===== src/rtl/ow_cmd_seq.sv =====
module ow_cmd_seq #(
  parameter int AW = 32,
  parameter logic [31:0] WIN_BASE = 32'h0,
  parameter logic [31:0] CTL_CFG = 32'h50,
  parameter logic [31:0] CTL_DAT = 32'h40,
  parameter int POLL_LIMIT = 1000
) (
  input  logic          clk,
  input  logic          rst_n,
  input  logic          start,
  input  logic          stacked,
  input  logic [7:0]    cmd_code,
  input  logic [31:0]   cmd_data,
  input  logic [31:0]   cmd_addr,
  input  logic [31:0]   cmd_param,
  input  logic          buf_valid,
  input  logic [15:0]   buf_data,
  output logic          buf_ready,
  output logic          m_valid,
  output logic          m_write,
  output logic          m_ctl,
  output logic [AW-1:0] m_addr,
  output logic [31:0]   m_wdata,
  input  logic          m_ready,
  input  logic [31:0]   m_rdata,
  output logic          busy,
  output logic          done,
  output logic          error
);
  localparam int PW = $clog2(POLL_LIMIT + 1);

  typedef enum logic [3:0] {
    S_IDLE, S_EN0, S_EN1, S_REG, S_PTR, S_FILL, S_EXE, S_POLL, S_DIS0, S_DIS1, S_FIN
  } st_t;

  st_t st;
  logic [2:0] idx;
  logic half, stk;
  logic [7:0] code;
  logic [31:0] data, addr, par;
  logic [15:0] cnt, lo;
  logic [PW-1:0] pcnt;
  logic [AW-1:0] ptr;
  logic [7:0] woff;
  logic [15:0] rval;
  logic [AW-1:0] win_addr;

  wire is_buf = (code == 8'hE9) || (code == 8'hEA);
  wire acc = m_valid && m_ready;
  wire [31:0] cfg_val = stk ? 32'h8000_0018 : 32'h0000_8018;
  wire poll_ok = stk ? (lo[7] && m_rdata[7]) : m_rdata[7];

  always_comb begin
    case (idx)
      3'd0: woff = 8'h40;
      3'd1: woff = 8'h42;
      3'd2: woff = 8'h44;
      3'd3: woff = 8'h45;
      3'd4: woff = 8'h48;
      default: woff = 8'h49;
    endcase
    if (st == S_PTR) woff = 8'h08;
    else if (st == S_EXE) woff = 8'h60;
    else if (st == S_POLL) woff = 8'h66;
    case (idx)
      3'd0: rval = {8'h00, code};
      3'd1: rval = half ? data[31:16] : data[15:0];
      3'd2: rval = addr[15:0];
      3'd3: rval = addr[31:16];
      3'd4: rval = par[15:0];
      default: rval = par[31:16];
    endcase
  end

  assign win_addr = AW'(WIN_BASE) + (AW'(woff) << (stk ? 2 : 1)) + (half ? AW'(2) : AW'(0));

  always_comb begin
    m_addr = win_addr;
    m_wdata = 32'h0;
    case (st)
      S_EN0, S_DIS0: begin m_addr = AW'(CTL_CFG); m_wdata = cfg_val; end
      S_EN1:  begin m_addr = AW'(CTL_DAT); m_wdata = 32'h1; end
      S_DIS1: begin m_addr = AW'(CTL_DAT); m_wdata = 32'h2; end
      S_REG:  m_wdata = {16'h0, rval};
      S_FILL: begin m_addr = AW'(WIN_BASE) + ptr + AW'(cnt); m_wdata = {16'h0, buf_data}; end
      S_EXE:  m_wdata = 32'h1;
      default: ;
    endcase
  end

  assign m_valid = (st != S_IDLE) && (st != S_FIN) && ((st != S_FILL) || buf_valid);
  assign m_write = (st != S_PTR) && (st != S_POLL);
  assign m_ctl = (st == S_EN0) || (st == S_EN1) || (st == S_DIS0) || (st == S_DIS1);
  assign buf_ready = (st == S_FILL) && acc;
  assign busy = (st != S_IDLE);

  always_ff @(posedge clk) begin
    if (!rst_n) begin
      st <= S_IDLE; idx <= '0; half <= 1'b0; stk <= 1'b0;
      code <= '0; data <= '0; addr <= '0; par <= '0;
      cnt <= '0; lo <= '0; pcnt <= '0; ptr <= '0;
      done <= 1'b0; error <= 1'b0;
    end else begin
      done <= 1'b0;
      case (st)
        S_IDLE: if (start) begin
          code <= cmd_code; data <= cmd_data; addr <= cmd_addr; par <= cmd_param;
          stk <= stacked; error <= 1'b0; idx <= '0; half <= 1'b0; st <= S_EN0;
        end
        S_EN0: if (acc) st <= S_EN1;
        S_EN1: if (acc) st <= S_REG;
        S_REG: if (acc) begin
          if (idx == 3'd5) begin
            idx <= '0;
            if (stk && !half) half <= 1'b1;
            else begin half <= 1'b0; st <= is_buf ? S_PTR : S_EXE; end
          end else idx <= idx + 3'd1;
        end
        S_PTR: if (acc) begin
          ptr <= m_rdata[AW-1:0]; cnt <= '0;
          st <= (par[15:0] == 16'h0) ? S_EXE : S_FILL;
        end
        S_FILL: if (acc) begin
          if (cnt == par[15:0] - 16'd1) begin cnt <= '0; st <= S_EXE; end
          else cnt <= cnt + 16'd1;
        end
        S_EXE: if (acc) begin
          if (stk && !half) half <= 1'b1;
          else begin half <= 1'b0; pcnt <= '0; st <= S_POLL; end
        end
        S_POLL: if (acc) begin
          if (stk && !half) begin lo <= m_rdata[15:0]; half <= 1'b1; end
          else begin
            half <= 1'b0;
            if (poll_ok) st <= S_DIS0;
            else if (pcnt == PW'(POLL_LIMIT - 1)) begin error <= 1'b1; st <= S_DIS0; end
            else pcnt <= pcnt + 1'b1;
          end
        end
        S_DIS0: if (acc) st <= S_DIS1;
        S_DIS1: if (acc) st <= S_FIN;
        default: begin done <= 1'b1; st <= S_IDLE; end
      endcase
    end
  end
endmodule


===== config.mk =====
export PLATFORM = sky130hd
export DESIGN_NAME = ow_cmd_seq
export DESIGN_NICKNAME = d
export VERILOG_FILES = /design/src/rtl/ow_cmd_seq.sv
export SDC_FILE = /design/constraint.sdc
export NUM_CORES = 1
export LEC_CHECK = 0
export ABC_AREA = 1
export BUFFER_PORTS_ARGS = -buffer_cell sky130_fd_sc_hd__buf_2
export CORE_ASPECT_RATIO = 1.4
export CORE_MARGIN = 3
export CORE_UTILIZATION = 35
export DETAILED_ROUTE_END_ITERATION = 8
export GPL_TIMING_DRIVEN = 0
export PLACE_DENSITY = 0.6
export SETUP_SLACK_MARGIN = 0.15
export SYNTH_ARGS = -nofsm -noshare
export SYNTH_HDL_FRONTEND = slang
export SYNTH_SLANG_ARGS = --single-unit

===== constraint.sdc =====
create_clock -name clk -period 5.2 [get_ports clk]
set_input_delay 1.56 -clock clk [delete_from_list [all_inputs] [get_ports clk]]
set_output_delay 1.56 -clock clk [all_outputs]
set_load 0.02 [all_outputs]

==> qor.txt <==
Status: completed
Pwr per Cell Area: 450 nW/um^2
Crit path required time: 3.64 ns
Final worst slack: 0.406 ns
Setup violations, final: 0
GRT Total Usage: 24.1%
Clock sinks: 174
Post-Syn Area: 9860 sq um
Vias per cell: 5.08
Initial antenna violation count: 1
DP HPWL: 29,600 um
Worst-margin pin slew: 0.996 ns
Top post-synthesis cells by area: dfxtp_1 (35%), nand2_1 (12%), a21oi_1 (9.1%)
Number of synthesized flops with an enable pin: 0
Vias in the first global route: 10,329
Leak pwr: 5.05 nW
Sequential fraction of the synthesis area: 35.3%
Pre-CTS WS: 0.857 ns
Placer Congestion: 0.936
Final Skew: 0.00988 ns
Die span in x: 148 um
CTS tree: built
Wirelength per Cell: 17.7 um
Slowest-stage cell, CP: clkbuf_1
Nets: 1,897
Congestion Overflow GR: 0
Max cap viols: 0
Data arrival, critical path: 3.23 ns
Critical Path Max Stage Delay: 0.43 ns
Cell taking the most area after synthesis: dfxtp_1
Max Freq: 209 MHz
Worst Hold Class: flop to flop
Die Y-Extent: 205 um
Max-slew headroom: 33.6%
Fill cells: 2,955
Clock Pin Slew Worst Setup and Hold Paths: 0.07 ns
VDD IR max: 246 uV
First-pass GRT wire length: 56,400 um
Mapped Cells: 1,470
Top FF cell, synth: dfxtp_1
Final Cycle Share: 92.2%
CP Cell Sequence: nand2_1 > inv_1 > ha_1 > clkbuf_1 > nor2_1 > nand2_1 > nor2_1 > o22ai_1 > nor2_1 > ha_1 > ha_1 > nand2_1 > nand2_1 > o21ai_0 > buf_2
Yosys reg bits: 174
Total length of routed wires: 37,100 um
Final hold vios: 0
H-Tree Level Count: 4
Post-synth ARST share: 0%
Yosys warns: 0
Kind of critical path: flop to output port
CTS root buf: clkbuf_16
Largest net degree at the start of global routing: 17
Slew Limit Fails: 0
Unrepaired setup endpoints after global routing: no
Fraction of final layout cells with drive strength greater than 1: 17.5%
Syn avg cell area: 6.71 sq um
Drt initial violations: 692
Post-synth top area share: 35.3%
Die area: 30,300 sq um
Port Buffer Count: 213
Min cycle time layout: 4.79 ns
Core area: 27,700 sq um
Register Area: 3480 sq um
Initial Utilization: 35.7%
Footprint of the multi-input gates: 5500 sq um
Total CTS buffers: 17
Number of top-level pins: 229
Routed vias: 10,675
# rows: 72
Fin util: 43.6%
Startpoint Class: flop
Layout area overhead: 22.1%
Critical path peak fanout: 10
Clock latency on the worst-skew pair: 0.45 ns
Tot Pwr: 5.43 mW
Synth cell types: 51
Worst setup EP type: output port
Total negative slack: 0 ns
ANT nets after route: 0
Worst path most repeated cell: nand2_1
Pre-antenna DRT Iters: 5
Post-route DRC: 0
Clk buf depth: 2
Min Hold Slack: 0.451 ns
## per-layer routing
metal,track usage (%),part of all wire [%],routed length [um],vias to the layer above
met3,3.54,5.8,2160,78
met1,28.4,40,14900,4854
li1,-,-,-,5371
met5,0,0,0,-
met4,11.0,4.2,1580,0
met2,43.0,50,18500,372
## power breakdown
part,internal [mW],switching (mW)
combinational,0.708,1.59
clock,0.746,0.596
sequential,1.59,0.194
total,3.04,2.38
## placed cells by master (no fill, tap or decap), drive strengths merged, types with 2 or more instances in the layout
cell type,count
nor2,145
a31oi,3
ha,22
o22ai,3
nand3,75
buf,239
clkinv,4
nand2,319
or2,5
nand3b,2
conb,15
dfxtp,174
a22oi,4
xor2,26
nor3,26
bufinv,2
mux2i,3
xnor2,16
nand4,14
o21a,5
a221oi,16
a211oi,3
o21ai,163
nor4,5
a22o,12
o211ai,10
inv,154
clkbuf,72
a21oi,181
## repair_timing
action,CTS,global route
hold buffers,0,0
setup endpoints to repair,0,2
resized for setup,0,1
buffers inserted,0,0
## registers in the layout, summed over array words and instances, names as in the netlist
name,flops
addr,32
cnt,16
code,8
data,32
done,1
error,1
half,1
idx,3
lo,1
par,32
pcnt,10
ptr,32
st,4
stk,1
## synth_stat cells, types with 8 or more instances
| library cell | instances |
|---|---|
| ha_1 | 22 |
| buf_4 | 17 |
| nand2_1 | 313 |
| a221oi_1 | 16 |
| nor3_1 | 24 |
| inv_1 | 140 |
| nor2_2 | 8 |
| xnor2_1 | 16 |
| o21ai_0 | 158 |
| o211ai_1 | 10 |
| dfxtp_1 | 174 |
| xor2_1 | 26 |
| nand3_1 | 74 |
| a22o_1 | 12 |
| nand4_1 | 14 |
| clkbuf_1 | 52 |
| a21oi_1 | 180 |
| nor2_1 | 134 |
## per-stage QoR
stage / cells / instance area, sq um
2_1_floorplan: 1484 / 9920
3_3_place_gp: 2067 / 11400
3_5_place_dp: 2067 / 11400
4_1_cts: 2099 / 12000
5_1_grt: 2100 / 12000
6_report: 2100 / 12000
## cell families after synthesis
kind of cell    synth area share (%)
simple gates                    25.3
buf+inv                         9.44
flops                           35.3
other cells                   0.0380
fa+ha+maj                       2.99
xor+xnor                        3.73
compound gates                  22.9
mux                            0.304
## worst max-delay path: cells and delay by family (launching register included)
family / cells / cell delay (ns)
buffers and inverters: 3 / 0.73
and+or+nand+nor: 7 / 0.57
AOI/OAI and AO/OA: 2 / 0.58
DFF: 1 / 0.39
adders and majority gates: 3 / 0.52
## path summary, 6_finish.rpt
kind / from / to / slack (ns) / depth (start not counted)
min reg2reg: par[26]$_SDFFE_PN0P_ / par[26]$_SDFFE_PN0P_ / 0.45 / 2
min: par[26]$_SDFFE_PN0P_ / par[26]$_SDFFE_PN0P_ / 0.45 / 2
max reg2reg: par[0]$_SDFFE_PN0P_ / cnt[1]$_SDFFE_PN0P_ / 2.57 / 16
max: idx[0]$_SDFFE_PN0P_ / m_addr[3] / 0.41 / 15
## cell type report
type                       count  share of cell area (%)
sequential                   174                    28.9
tap                          370                    3.84
buffer                        78                    3.08
antenna                        1                  0.0208
multi-input combinational   1083                    45.7
timing repair buffer         213                    8.85
clock inverter                12                    1.19
clock buffer                  20                    3.79
inverter                     149                    4.64
No activity file was read; power rests on OpenSTA's default activity.
